File: src/rtl/cvr_link_rx.sv
module cvr_link_rx #(
  parameter int ID_W = 3
) (
  input  logic            clk,
  input  logic            rst_n,
  input  logic            a_c,
  input  logic            a_v,
  input  logic            a_r,
  input  logic            b_c,
  input  logic            b_v,
  input  logic            b_r,
  output logic            a_ack,
  output logic            a_dstb,
  output logic            a_dv,
  output logic            a_dr,
  output logic            b_dstb,
  output logic            b_dv,
  output logic            b_dr,
  output logic [ID_W-1:0] ctx_id,
  output logic            id_done
);

  localparam int CNT_W = $clog2(ID_W + 1);
  localparam logic [CNT_W-1:0] LAST = CNT_W'(ID_W - 1);

  logic            ph_a, ph_b;
  logic [ID_W-1:0] sr;
  logic [CNT_W-1:0] cnt;

  wire cur_a  = a_c ^ a_v ^ a_r;
  wire cur_b  = b_c ^ b_v ^ b_r;
  wire new_a  = cur_a != ph_a;
  wire new_b  = cur_b != ph_b;
  wire id_sym = new_a && a_c;
  wire dat_a  = new_a && !a_c && !b_c;
  wire dat_b  = new_b && !b_c && !a_c;
  wire [ID_W-1:0] sr_nx = {sr[ID_W-2:0], a_v};

  always_ff @(posedge clk) begin
    if (!rst_n) begin
      ph_a    <= 1'b0;
      ph_b    <= 1'b0;
      sr      <= '0;
      cnt     <= '0;
      ctx_id  <= '0;
      id_done <= 1'b0;
      a_ack   <= 1'b0;
    end else begin
      ph_a    <= cur_a;
      ph_b    <= cur_b;
      a_ack   <= id_sym;
      id_done <= 1'b0;
      if (id_sym) begin
        sr <= sr_nx;
        if (cnt == LAST) begin
          cnt     <= '0;
          ctx_id  <= sr_nx;
          id_done <= 1'b1;
        end else begin
          cnt <= cnt + 1'b1;
        end
      end else if (new_a) begin
        cnt <= '0;
      end
    end
  end

  always_ff @(posedge clk) begin
    if (!rst_n) begin
      a_dstb <= 1'b0;
      a_dv   <= 1'b0;
      a_dr   <= 1'b0;
      b_dstb <= 1'b0;
      b_dv   <= 1'b0;
      b_dr   <= 1'b0;
    end else begin
      a_dstb <= dat_a;
      b_dstb <= dat_b;
      if (dat_a) begin
        a_dv <= a_v;
        a_dr <= a_r;
      end
      if (dat_b) begin
        b_dv <= b_v;
        b_dr <= b_r;
      end
    end
  end

  assert_ack_marker_R6: assert property (@(posedge clk) disable iff (!rst_n)
    a_ack |-> $past(a_c));
  assert_done_with_ack_R7: assert property (@(posedge clk) disable iff (!rst_n)
    id_done |-> a_ack);
  assert_ctx_hold_R8: assert property (@(posedge clk) disable iff (!rst_n)
    !id_done |-> $stable(ctx_id));
  assert_a_gated_R5: assert property (@(posedge clk) disable iff (!rst_n)
    a_dstb |-> ($past(!b_c) && $past(!a_c)));
  assert_b_gated_R5: assert property (@(posedge clk) disable iff (!rst_n)
    b_dstb |-> ($past(!a_c) && $past(!b_c)));
  assert_a_hold_R3: assert property (@(posedge clk) disable iff (!rst_n)
    !a_dstb |-> $stable({a_dv, a_dr}));
  assert_b_hold_R4: assert property (@(posedge clk) disable iff (!rst_n)
    !b_dstb |-> $stable({b_dv, b_dr}));
  assert_no_data_with_ack_R5: assert property (@(posedge clk) disable iff (!rst_n)
    a_ack |-> !(a_dstb || b_dstb));

endmodule

File: config.mk
export PLATFORM = sky130hd
export DESIGN_NAME = cvr_link_rx
export DESIGN_NICKNAME = d
export VERILOG_FILES = /design/src/rtl/cvr_link_rx.sv
export SDC_FILE = /design/constraint.sdc
export NUM_CORES = 1
export LEC_CHECK = 0
export BUFFER_PORTS_ARGS = -buffer_cell sky130_fd_sc_hd__buf_2
export CAP_MARGIN = 20
export CORE_AREA = 2 2 44 46
export CTS_CLUSTER_SIZE = 40
export DETAILED_ROUTE_END_ITERATION = 8
export DIE_AREA = 0 0 46 48
export MAX_ROUTING_LAYER = met4
export PLACE_DENSITY = 0.71
export SLEW_MARGIN = 20
export SYNTH_ARGS = -nofsm -noshare
export SYNTH_HDL_FRONTEND = slang
export SYNTH_SLANG_ARGS = --single-unit
File: constraint.sdc
create_clock -name clk -period 4 [get_ports clk]
set_input_delay 0.2 -clock clk [delete_from_list [all_inputs] [get_ports clk]]
set_output_delay 0.2 -clock clk [all_outputs]
set_load 0.01 [all_outputs]
==> results of run 1 <==
[kinds of logic (layout without fill, tap and decap cells)]
group,count (synthesis),in the layout
muxes,9,9
AOI/OAI and AO/OA,8,8
xor gates and xnor gates,6,6
and+or+nand+nor,36,36
DFF,17,17
buffers and inverters,7,24
[Yosys cell counts (all sizes together), types with 2 or more instances]
library cell  count  area, sq um
buf               2         16.3
and4              2         17.5
nor2              2         7.51
a21o              2         15.0
nand2b            2         12.5
nor4bb            2         20.0
and2              2         12.5
inv               2         7.51
dfxtp            17          340
o21ai             3         15.0
nand2            15         56.3
mux2i             8         80.1
clkbuf            3         11.3
o311ai            2         17.5
nand4b            4         35.0
nor3              2         15.0
xor2              2         17.5
xnor2             3         26.3
[worst max path at each step]
stage	from	end	slack, ps	cells past startpoint
after floorplan	ph_a	id_done	2670	5
after global placement	ph_a	id_done	2630	3
after detailed placement	ph_a	id_done	2570	3
after CTS	ph_a	id_done	2560	3
after global routing	ph_a	id_done	2500	3
final	ph_a	id_done	2550	3
[layer usage]
layer | wire length, microns | up-vias | global-route usage
met4 | 8 | 0 | 0.0686
met2 | 695 | 17 | 0.256
li1 | - | 328 | -
met1 | 716 | 284 | 0.216
met3 | 80 | 2 | 0.0264
met5 | 0 | - | -
[metrics by stage]
step | hold WS [ps] | cell area (sq um) | cells
3_3_place_gp | 441 | 885 | 113
6_report | 169 | 911 | 117
4_1_cts | 160 | 911 | 117
2_1_floorplan | 279 | 801 | 83
3_5_place_dp | 447 | 885 | 113
5_1_grt | 168 | 911 | 117
[layout make-up]
class	count	area share
clock buffer	4	0.0288
inverter	2	0.00824
multi-input combinational	59	0.467
sequential	17	0.374
tap	17	0.0234
timing repair buffer	18	0.0989
[worst min-delay path, cell delays in order]
cell                      delay, ps
sky130_fd_sc_hd__buf_2          110
sky130_fd_sc_hd__nand2_1         50
sky130_fd_sc_hd__mux2i_1         50
[sequential cells by signal, summed over array words and instances, names as in the netlist]
| name | count |
|---|---|
| a_ack | 1 |
| a_dr | 1 |
| a_dstb | 1 |
| a_dv | 1 |
| b_dr | 1 |
| b_dstb | 1 |
| b_dv | 1 |
| cnt | 2 |
| ctx_id | 3 |
| id_done | 1 |
| ph_a | 1 |
| ph_b | 1 |
| sr | 2 |
[power groups by stage]
| stage | sequential, W | combinational, W | clock [W] |
|---|---|---|---|
| 4_1_cts | 0.000187 | 0.0000520 | 0.0000936 |
| 2_1_floorplan | 0.000189 | 0.0000368 | 0 |
| 3_3_place_gp | 0.000190 | 0.0000505 | 0 |
| 3_5_place_dp | 0.000191 | 0.0000521 | 0 |
| 5_1_grt | 0.000189 | 0.0000575 | 0.0000978 |
| 6_report | 0.000187 | 0.0000519 | 0.0000886 |
==> Flow_metrics.wiki, run 1 <==
{| class="wikitable"
! Metric !! Value
|-
| Number of port buffers || 18
|-
| Total Wirelength || 1.50 mm
|-
| Run status || finished clean
|-
| Worst Path Arrival || ~1600 ps
|-
| Compound-cell area share of the yosys netlist || 0.0672
|-
| F_max || between 600 and 700 MHz
|-
| Area share of xor/xnor cells in the synthesized design || 0.0844
|-
| Clock transition at the register clock pins on the worst setup and hold paths after CTS || about 90 ps
|-
| Worst setup slack for register-to-register paths || approximately 2500 ps
|-
| Cell depth of the worst min-delay path || 3
|-
| Cell type group with the largest total delay on the critical path || flip-flops
|-
| TritonCTS clock tree || yes
|-
| Number of antenna-violating nets in the routed design || 0
|-
| CTS Root Buffer Type || sky130_fd_sc_hd__clkbuf_4
|-
| Number of cells upsized or downsized after cts || 0
|-
| Ant. Diodes || 0
|-
| Post-Syn Area || roughly 800 sq um
|-
| Proportion of power drawn by flip-flops and latches || 0.571
|-
| Initial core utilization || 0.474
|-
| I/O pin total || 19
|-
| Areal power density over the cells || between 300 and 400 mW/mm^2
|-
| Quantity of hold-fixing buffers added after cts || 0
|-
| Detailed-placement wirelength estimate || approximately 1.1 mm
|-
| Delay of the slowest cell on the worst path || between 500 and 600 ps
|-
| Area of combinational cells with multiple inputs || approximately 430 sq um
|-
| Setup TNS after final layout || 0 ps
|-
| Tmin final || approximately 1500 ps
|-
| Syn Inst Count || 83
|-
| Share of cell area taken by muxes after synthesis || 0.114
|-
| Syn nets || 91
|-
| Via-per-instance ratio || between 5 and 6
|-
| Final core occ || 0.539
|-
| Sink of the worst hold path || b_dv
|-
| Min-delay worst type || input port to register
|-
| End of the worst register-to-register path || id_done
|-
| Cell count of the worst reg-to-reg path || 3
|-
| Synth Area in Adders || 0
|-
| Crit path capture type || register
|-
| Critical Path Start Type || register
|-
| Pin slew with the least headroom to its limit || between 400 and 500 ps
|-
| Power Internal || roughly 0.00024 W
|-
| First-pass GRT wire length || 2.55 mm
|-
| Total design power || 0.000327 W
|-
| Number of enable-type register cells in the synthesized netlist || 0
|-
| Crit-path slowest cell || sky130_fd_sc_hd__dfxtp_1
|-
| Worst endpoint required time || between 4000 and 5000 ps
|-
| Switching Power || about 0.000086 W
|-
| Part of the power in combinational logic || 0.159
|-
| Detailed-router iteration count before antenna repair || 4
|-
| Final WS setup || roughly 2500 ps
|-
| Commonest cells after routing, fill and taps aside || sky130_fd_sc_hd__buf_2 (18), sky130_fd_sc_hd__dfxtp_1 (17), sky130_fd_sc_hd__nand2_1 (15), sky130_fd_sc_hd__mux2i_1 (8), sky130_fd_sc_hd__nand4b_1 (4)
|-
| Worst setup slack before clock tree synthesis || ~2600 ps
|-
| Post-synthesis simple-gate area fraction || 0.266
|-
| Startpoint of the worst-slack reg-to-reg timing path || ph_a
|-
| Largest driver fanout on the critical path || 10
|-
| Number of hold violations in the final report || 0
|-
| Floorplan die height || approximately 48 microns
|-
| Filler cell count in the final layout || 156
|-
| CTS sink count || 17
|-
| Max-slew headroom || 0.673
|-
| Sequential standard cell area || roughly 340 sq um
|-
| Number of maximum-capacitance constraint violations || 0
|-
| Fin. max-slew vios || 0
|-
| Routed vias || ~630
|-
| Total routing resource utilization after global routing || 0.166
|-
| Largest clock skew in the final design || ~0.7 ps
|-
| Worst-Skew Late Latency || 280 ps
|-
| Mean routed wirelength per cell || between 10 and 15 microns
|-
| Fraction of final layout cells with drive strength greater than 1 || 0.250
|-
| Buf/Inv on CP || 0
|-
| Bufs on Longest Clock Path || 2
|-
| DRC violation count after routing || 0
|-
| Core Rows || 15
|-
| Core box area || between 0.0015 and 0.002 sq mm
|-
| Number of warnings printed during yosys synthesis || 0
|-
| 1st-iter DRT viols || 19
|-
| Floorplan die area || 0.00221 sq mm
|-
| Final period util || 0.364
|-
| Overflow after GRT || 0
|-
| Fraction of registers with async set or reset after synthesis || 0
|-
| Final weighted congestion of routability-driven global placement || 0.863
|-
| Pin count of the biggest net entering global routing || 27
|-
| Vias in the first global route || just under 600
|-
| Unrepaired setup endpoints after global routing || false
|-
| Post-synth top flop || sky130_fd_sc_hd__dfxtp_1
|-
| Total number of H-tree levels || 1
|-
| Largest voltage drop on the vdd net || between 0.2 and 0.25 mV
|-
| Most common cell after layout, fill and taps aside || sky130_fd_sc_hd__buf_2
|-
| HP Start || b_v
|-
| Class of the most critical setup path || register to register
|-
| Part of the total power dissipated in the clock network || 0.271
|-
| Number of buffers created by CTS || 3
|-
| Die width || about 46 microns
|-
| Leakage || 0.387 nW
|-
| Mean post-synth cell area || just under 10 sq um
|-
| # setup viols final || 0
|-
| Relative area change from synthesis to final layout || 13.8%
|-
| Ordered list of cells on the worst path || xnor3_2 > and4b_1 > and2_1
|-
| Number of nets in the layout || between 100 and 150
|-
| Number of storage elements in the synthesis netlist || 17
|-
| Seq/Total Area, Yosys || 0.425
|-
| Main combinational cell family by area after synthesis || simple AND/OR/NAND/NOR gates
|-
| Buffer count from post-CTS setup fixing || 0
|-
| Switching fraction of total power || 0.263
|-
| Number of antenna violations at the first check in global routing || 0
|-
| Number of different library cells in the post-synthesis netlist || 28
|}
Power figures use the tool's default switching activity.
==> run 2, diff against run 1 <==
--- a/config.mk
+++ b/config.mk
@@ -5,6 +5,7 @@
 export SDC_FILE = /design/constraint.sdc
 export NUM_CORES = 1
 export LEC_CHECK = 0
+export ABC_AREA = 1
 export BUFFER_PORTS_ARGS = -buffer_cell sky130_fd_sc_hd__buf_2
 export CAP_MARGIN = 20
 export CORE_AREA = 2 2 44 46
==> constraint.sdc (replaced) <==
create_clock -name clk -period 1.4 [get_ports clk]
set_input_delay 0.07 -clock clk [delete_from_list [all_inputs] [get_ports clk]]
set_output_delay 0.07 -clock clk [all_outputs]
set_load 0.01 [all_outputs]
==> Flow_metrics.wiki, run 2 <==
{| class="wikitable"
! Metric !! Value
|-
| Fraction of registers with async set or reset after synthesis || 0 (unchanged)
|-
| Min-delay worst type || input port to register (unchanged)
|-
| # setup viols final || 0 (unchanged)
|-
| I/O pin total || 19 (unchanged)
|-
| Cell taking the most area after synthesis || sky130_fd_sc_hd__dfxtp_1 (unchanged)
|-
| 1st-iter DRT viols || 7 (was 19)
|-
| Total Wirelength || 1.48 mm (was 1.50 mm)
|-
| DRC violation count after routing || 0 (unchanged)
|-
| Number of cells upsized or downsized after cts || 0 (unchanged)
|-
| Worst endpoint required time || 1600 ps (was 4180 ps)
|-
| Ordered list of cells on the worst path || inv_1 > nand3_2 > nand2_4 > nand3_4 > nor2_1 > nor2_2 (was xnor3_2 > and4b_1 > and2_1)
|-
| Leakage || 0.460 nW (was 0.387 nW)
|-
| Cell count of the worst reg-to-reg path || 6 (was 3)
|-
| Number of warnings printed during yosys synthesis || 0 (unchanged)
|-
| CTS Root Buffer Type || sky130_fd_sc_hd__clkbuf_4 (unchanged)
|-
| Post-DP Area || 902 sq um (was 885 sq um)
|-
| Unrepaired setup endpoints after global routing || false (unchanged)
|-
| Share of Yosys cell area claimed by the top area cell type || 0.422 (was 0.425)
|-
| Overflow after GRT || 0 (unchanged)
|-
| Number of buffers created by CTS || 3 (unchanged)
|-
| Floorplan die height || 48 microns (unchanged)
|-
| Clock transition at the register clock pins on the worst setup and hold paths after CTS || 100 ps (was 90 ps)
|-
| Fraction of final layout cells with drive strength greater than 1 || 0.325 (was 0.250)
|-
| Number of hold violations in the final report || 0 (unchanged)
|-
| Pin slew with the least headroom to its limit || 416 ps (was 487 ps)
|-
| Initial core utilization || 0.477 (was 0.474)
|-
| Most used standard cell by instance count after synthesis || sky130_fd_sc_hd__nand2_1 (was sky130_fd_sc_hd__dfxtp_1)
|-
| Mean post-synth cell area || 7.60 sq um (was 9.65 sq um)
|-
| Detailed-router iteration count before antenna repair || 4 (unchanged)
|-
| Relative area change from synthesis to final layout || 15.7% (was 13.8%)
|-
| Sequential standard cell area || 340 sq um (unchanged)
|-
| Commonest cells after routing, fill and taps aside || sky130_fd_sc_hd__nand2_1 (21), sky130_fd_sc_hd__buf_2 (18), sky130_fd_sc_hd__dfxtp_1 (17), sky130_fd_sc_hd__inv_1 (15), sky130_fd_sc_hd__nor2_1 (13) (was sky130_fd_sc_hd__buf_2 (18), sky130_fd_sc_hd__dfxtp_1 (17), sky130_fd_sc_hd__nand2_1 (15), sky130_fd_sc_hd__mux2i_1 (8), sky130_fd_sc_hd__nand4b_1 (4))
|-
| Largest driver fanout on the critical path || 9 (was 10)
|-
| Areal power density over the cells || 1010 mW/mm^2 (was 360 mW/mm^2)
|-
| Number of enable-type register cells in the synthesized netlist || 0 (unchanged)
|-
| Ant. Diodes || 0 (unchanged)
|-
| Dpl cells || 139 (was 113)
|-
| Setup TNS after final layout || 0 ps (unchanged)
|-
| Seq/Total Area, Yosys || 0.422 (was 0.425)
|-
| Max-slew headroom || 0.722 (was 0.673)
|-
| Total number of H-tree levels || 1 (unchanged)
|-
| Class of the most critical setup path || register to register (unchanged)
|-
| Buffer count from post-CTS setup fixing || 0 (unchanged)
|-
| Worst setup slack before clock tree synthesis || 212 ps (was 2570 ps)
|-
| Crit path capture type || register (unchanged)
|-
| Number of port buffers || 18 (unchanged)
|-
| Filler cell count in the final layout || 172 (was 156)
|-
| Tmin final || 1050 ps (was 1450 ps)
|-
| Final non-filler cell total || 143 (was 117)
|-
| Quantity of hold-fixing buffers added after cts || 0 (unchanged)
|-
| F_max || 956 MHz (was 688 MHz)
|-
| Post-synth top flop || sky130_fd_sc_hd__dfxtp_1 (unchanged)
|-
| Core Rows || 15 (unchanged)
|-
| Worst-Skew Late Latency || 290 ps (was 280 ps)
|-
| Total routing resource utilization after global routing || 0.173 (was 0.166)
|-
| First-pass GRT wire length || 2.59 mm (was 2.55 mm)
|-
| Number of flip-flops in the largest register || 3 (unchanged)
|-
| Largest voltage drop on the vdd net || 0.590 mV (was 0.233 mV)
|-
| Number of storage elements in the synthesis netlist || 17 (unchanged)
|-
| Area of combinational cells with multiple inputs || 389 sq um (was 425 sq um)
|-
| CTS sink count || 17 (unchanged)
|-
| Most common cell after layout, fill and taps aside || sky130_fd_sc_hd__nand2_1 (was sky130_fd_sc_hd__buf_2)
|-
| Number of maximum-capacitance constraint violations || 0 (unchanged)
|-
| Largest clock skew in the final design || 4.89 ps (was 0.718 ps)
|-
| Critical Path Start Type || register (unchanged)
|-
| Worst Path Arrival || 1240 ps (was 1640 ps)
|-
| Worst setup slack for register-to-register paths || 350 ps (was 2550 ps)
|-
| Crit-path slowest cell || sky130_fd_sc_hd__dfxtp_1 (unchanged)
|-
| Largest register by flop count || ctx_id (unchanged)
|-
| Pin count of the biggest net entering global routing || 12 (was 27)
|-
| Syn nets || 114 (was 91)
|-
| Mean routed wirelength per cell || 10.3 microns (was 12.8 microns)
|-
| TritonCTS clock tree || yes (unchanged)
|-
| Number of antenna violations at the first check in global routing || 0 (unchanged)
|-
| Delay of the slowest cell on the worst path || 330 ps (was 520 ps)
|-
| Run status || finished clean (unchanged)
|-
| Syn Inst Count || 106 (was 83)
|-
| Area of all placed cells without fillers || 932 sq um (was 911 sq um)
|-
| Final weighted congestion of routability-driven global placement || 0.776 (was 0.863)
|-
| Routed vias || 694 (was 631)
|-
| Top Registers || ctx_id x3, cnt x2, sr x2 (unchanged)
|-
| Floorplan die area || 0.00221 sq mm (unchanged)
|-
| Final WS setup || 354 ps (was 2550 ps)
|-
| Bufs on Longest Clock Path || 2 (unchanged)
|-
| Number of different library cells in the post-synthesis netlist || 18 (was 28)
|-
| Core box area || 0.00169 sq mm (unchanged)
|-
| Ranking of synthesized cells by instance count || sky130_fd_sc_hd__nand2_1 (21), sky130_fd_sc_hd__dfxtp_1 (17), sky130_fd_sc_hd__inv_1 (15) (was sky130_fd_sc_hd__dfxtp_1 (17), sky130_fd_sc_hd__nand2_1 (15), sky130_fd_sc_hd__mux2i_1 (8))
|-
| Final period util || 0.747 (was 0.364)
|-
| Number of antenna-violating nets in the routed design || 0 (unchanged)
|-
| Detailed-placement wirelength estimate || 1.17 mm (was 1.09 mm)
|-
| Vias in the first global route || 655 (was 594)
|-
| Die width || 46 microns (unchanged)
|-
| Number of nets in the layout || 135 (was 109)
|-
| Via-per-instance ratio || 4.85 (was 5.39)
|-
| Synth area leaders || sky130_fd_sc_hd__dfxtp_1 (42%), sky130_fd_sc_hd__nand2_1 (9.8%), sky130_fd_sc_hd__inv_1 (7.0%) (was sky130_fd_sc_hd__dfxtp_1 (43%), sky130_fd_sc_hd__mux2i_1 (10%), sky130_fd_sc_hd__nand2_1 (7.0%))
|-
| Fin. max-slew vios || 0 (unchanged)
|-
| Post-Syn Area || 806 sq um (was 801 sq um)
|-
| Cell depth of the worst min-delay path || 3 (unchanged)
|}
## run 2: metal layers
layer  track usage  routed length (microns)
met1         0.191                      708
met2         0.289                      694
met4        0.0971                       34
met5             -                        0
met3        0.0340                       40
## run 2: kinds of logic after synthesis
| logic type | after synthesis | synth area share |
|---|---|---|
| buffers and inverters | 18 | 0.0947 |
| AND/OR/NAND/NOR | 64 | 0.430 |
| flip-flops | 17 | 0.422 |
| AO/OA/AOI/OAI | 7 | 0.0528 |
## run 2: through the flow
stage | power (W) | hold slack (ps) | utilization
floorplan | 0.000639 | 173 | -
global placement | 0.000677 | 334 | 0.534
detailed placement | 0.000683 | 344 | 0.534
CTS | 0.000950 | 29.6 | 0.552
global route | 0.000996 | 46.4 | 0.552
finish | 0.000939 | 38.4 | 0.552
## run 2: final timing paths
path / startpoint / to
max reg2reg: ph_a / ctx_id[2]
min: b_v / b_dv
max: ph_a / ctx_id[2]
min reg2reg: a_dr / a_dr
## run 2: power by group
part / switching [W] / total, W / internal, W
Combinational: 0.000102 / 0.000155 / 0.0000534
Sequential: 0.0000114 / 0.000517 / 0.000506
Clock: 0.000158 / 0.000267 / 0.000109
## run 2: critical path, delay by kind of cell (launching register included)
family | cells | cell delay (ps)
and+or+nand+nor | 5 | 560
DFF | 1 | 330
buffers and inverters | 1 | 60
## run 2: area by class of cell
cell class | count | area share
inverters | 16 | 0.0658
multi-input cells | 71 | 0.417
well taps | 17 | 0.0228
clock inverters | 1 | 0.00805
clock buffers | 3 | 0.0242
flip-flops and latches | 17 | 0.365
repair buffers | 18 | 0.0966
==> run 3, diff against run 2 <==
--- a/config.mk
+++ b/config.mk
@@ -5,7 +5,7 @@
 export SDC_FILE = /design/constraint.sdc
 export NUM_CORES = 1
 export LEC_CHECK = 0
-export ABC_AREA = 1
+export ABC_AREA = 0
 export BUFFER_PORTS_ARGS = -buffer_cell sky130_fd_sc_hd__buf_2
 export CAP_MARGIN = 20
 export CORE_AREA = 2 2 44 46
==> constraint.sdc (replaced) <==
create_clock -name clk -period 1.06 [get_ports clk]
set_input_delay 0.053 -clock clk [delete_from_list [all_inputs] [get_ports clk]]
set_output_delay 0.053 -clock clk [all_outputs]
set_load 0.01 [all_outputs]
==> Flow_metrics.wiki, run 3 (synthesis results as in run 1) <==
{| class="wikitable"
! Metric !! Value
|-
| Commonest cells after routing, fill and taps aside || sky130_fd_sc_hd__buf_2 (18), sky130_fd_sc_hd__nand2_1 (15), sky130_fd_sc_hd__dfxtp_1 (15), sky130_fd_sc_hd__mux2i_1 (8), sky130_fd_sc_hd__buf_4 (7) (was sky130_fd_sc_hd__nand2_1 (21), sky130_fd_sc_hd__buf_2 (18), sky130_fd_sc_hd__dfxtp_1 (17), sky130_fd_sc_hd__inv_1 (15), sky130_fd_sc_hd__nor2_1 (13))
|-
| CTS sink count || 17 (unchanged)
|-
| Relative area change from synthesis to final layout || 24.7% (was 15.7%)
|-
| Pin slew with the least headroom to its limit || 277 ps (was 416 ps)
|-
| Largest voltage drop on the vdd net || 0.882 mV (was 0.590 mV)
|-
| Pin count of the biggest net entering global routing || 19 (was 12)
|-
| Floorplan die area || 0.00221 sq mm (unchanged)
|-
| Proportion of power drawn by flip-flops and latches || 0.537 (was 0.551)
|-
| Area of all placed cells without fillers || 998 sq um (was 932 sq um)
|-
| Number of maximum-capacitance constraint violations || 0 (unchanged)
|-
| DRC violation count after routing || 0 (unchanged)
|-
| Final weighted congestion of routability-driven global placement || 0.742 (was 0.776)
|-
| Min-delay worst type || input port to register (unchanged)
|-
| Highest metal layer used by the detailed router || met4 (unchanged)
|-
| Via-per-instance ratio || 5.38 (was 4.85)
|-
| Number of antenna violations at the first check in global routing || 0 (unchanged)
|-
| Dpl cells || 119 (was 139)
|-
| Largest register by flop count || ctx_id (unchanged)
|-
| Vias in the first global route || 613 (was 655)
|-
| Number of hold violations in the final report || 0 (unchanged)
|-
| CTS Root Buffer Type || sky130_fd_sc_hd__clkbuf_4 (unchanged)
|-
| Met2 routed WL || 873 microns (was 694 microns)
|-
| Floorplan die height || 48 microns (unchanged)
|-
| Worst endpoint required time || 1230 ps (was 1600 ps)
|-
| Ant. Diodes || 0 (unchanged)
|-
| Power Internal || 0.000963 W (was 0.000668 W)
|-
| Total routing resource utilization after global routing || 0.182 (was 0.173)
|-
| Number of antenna-violating nets in the routed design || 0 (unchanged)
|-
| I/O pin total || 19 (unchanged)
|-
| Mean routed wirelength per cell || 13.4 microns (was 10.3 microns)
|-
| 1st-iter DRT viols || 13 (was 7)
|-
| Detailed-router iteration count before antenna repair || 4 (unchanged)
|-
| Met3 WL post-DR || 72 microns (was 40 microns)
|-
| Fraction of final layout cells with drive strength greater than 1 || 0.361 (was 0.325)
|-
| Bufs on Longest Clock Path || 2 (unchanged)
|-
| Wire length on met1 || 709 microns (was 708 microns)
|-
| Final period util || 1.13 (was 0.747)
|-
| Die width || 46 microns (unchanged)
|-
| Max-slew headroom || 0.815 (was 0.722)
|-
| Leakage || 0.434 nW (was 0.460 nW)
|-
| Most common cell after layout, fill and taps aside || sky130_fd_sc_hd__buf_2 (was sky130_fd_sc_hd__nand2_1)
|-
| Worst-Skew Late Latency || 280 ps (was 290 ps)
|-
| Delay of the slowest cell on the worst path || 350 ps (was 330 ps)
|-
| Number of buffers created by CTS || 3 (unchanged)
|-
| Areal power density over the cells || 1310 mW/mm^2 (was 1010 mW/mm^2)
|-
| # setup viols final || 10 (was 0)
|-
| Initial core utilization || 0.474 (was 0.477)
|-
| Overflow after GRT || 0 (unchanged)
|-
| Total design power || 0.00130 W (was 0.000939 W)
|-
| Worst setup slack before clock tree synthesis || -142 ps (was 212 ps)
|-
| Part of the power in combinational logic || 0.211 (was 0.165)
|-
| Class of the most critical setup path || register to register (unchanged)
|-
| Tmin final || 1200 ps (was 1050 ps)
|-
| Largest clock skew in the final design || 5.11 ps (was 4.89 ps)
|-
| Crit path capture type || register (unchanged)
|-
| Routed vias || 672 (was 694)
|-
| Core Rows || 15 (unchanged)
|-
| Switching Power || 0.000342 W (was 0.000271 W)
|-
| Largest driver fanout on the critical path || 4 (was 9)
|-
| Unrepaired setup endpoints after global routing || true (was false)
|-
| First-pass GRT wire length || 2.70 mm (was 2.59 mm)
|-
| Setup TNS after final layout || -778 ps (was 0 ps)
|-
| Number of flip-flops in the largest register || 3 (unchanged)
|-
| Critical Path Start Type || register (unchanged)
|-
| Final WS setup || -136 ps (was 354 ps)
|-
| Crit-path slowest cell || sky130_fd_sc_hd__dfxtp_2 (was sky130_fd_sc_hd__dfxtp_1)
|-
| Top Registers || ctx_id x3, cnt x2, sr x2 (unchanged)
|-
| Final non-filler cell total || 125 (was 143)
|-
| Fin. max-slew vios || 0 (unchanged)
|-
| Ordered list of cells on the worst path || xnor3_2 > buf_4 > buf_6 > and3_2 (was inv_1 > nand3_2 > nand2_4 > nand3_4 > nor2_1 > nor2_2)
|-
| Violated checks || setup timing
|-
| Post-DP Area || 931 sq um (was 902 sq um)
|-
| Worst Path Arrival || 1370 ps (was 1240 ps)
|-
| Number of nets in the layout || 117 (was 135)
|-
| Detailed-placement wirelength estimate || 1.16 mm (was 1.17 mm)
|-
| Core box area || 0.00169 sq mm (unchanged)
|-
| TritonCTS clock tree || yes (unchanged)
|-
| Total Wirelength || 1.68 mm (was 1.48 mm)
|-
| Number of port buffers || 18 (unchanged)
|-
| Part of the total power dissipated in the clock network || 0.252 (was 0.284)
|-
| Switching fraction of total power || 0.262 (was 0.289)
|-
| Total number of H-tree levels || 1 (unchanged)
|-
| Run status || finished with violations (was finished clean)
|-
| Clock transition at the register clock pins on the worst setup and hold paths after CTS || 90 ps (was 100 ps)
|-
| F_max || 836 MHz (was 956 MHz)
|}
## run 3: changes by cell type in the layout (fill, tap and decap cells not counted), sizes merged, moves of 7 or more
cell / delta
mux2i: +8
inv: -13
buf: +8
nand2: -13
a21oi: -7
nand3: -16
nor2: -14
## run 3: what timing repair did
action,4_1_cts,5_1_grt
gates resized for setup,2,5
buffers inserted,1,1
endpoints found under the setup margin,7,14
hold buffers,0,0
## run 3: worst paths after layout
kind | to | cells past startpoint | slack [ps] | from
setup / recovery | a_ack | 4 | -140 | ph_a
hold / removal | a_dstb | 2 | 40 | b_c
setup reg to reg | a_ack | 4 | -140 | ph_a
hold reg to reg | ctx_id[2] | 2 | 460 | ctx_id[2]
## run 3: critical path: cells and delay by family (launching register included)
family / cells / cell delay [ps]
flip-flops: 1 / 350
AND/OR/NAND/NOR: 1 / 190
buffers and inverters: 2 / 260
XOR/XNOR: 1 / 290
## run 3: final cells by class
type | instances | area, sq um
fillers | 153 | 691
flip-flops and latches | 17 | 343
repair buffers | 26 | 154
clock buffers | 4 | 26.3
inverters | 2 | 7.51
multi-input cells | 59 | 447
well taps | 17 | 21.3
## run 3: power by group through the flow
stage	Clock, W	Combinational (W)	Sequential (W)
after floorplan	0	0.000146	0.000715
after global placement	0	0.000227	0.000711
after detailed placement	0	0.000232	0.000713
after CTS	0.000342	0.000247	0.000700
after global routing	0.000367	0.000300	0.000707
final	0.000329	0.000275	0.000700
## run 3: metal layers
layer,vias up,track usage
met5,-,-
met4,0,0.0857
met3,2,0.0226
met2,17,0.306
met1,311,0.215
li1,342,-
## run 3: through the flow
stage	utilization	hold slack, ps
3_3_place_gp	0.551	329
2_1_floorplan	-	132
3_5_place_dp	0.551	330
4_1_cts	0.576	31.6
5_1_grt	0.591	36.7
6_report	0.591	38.7
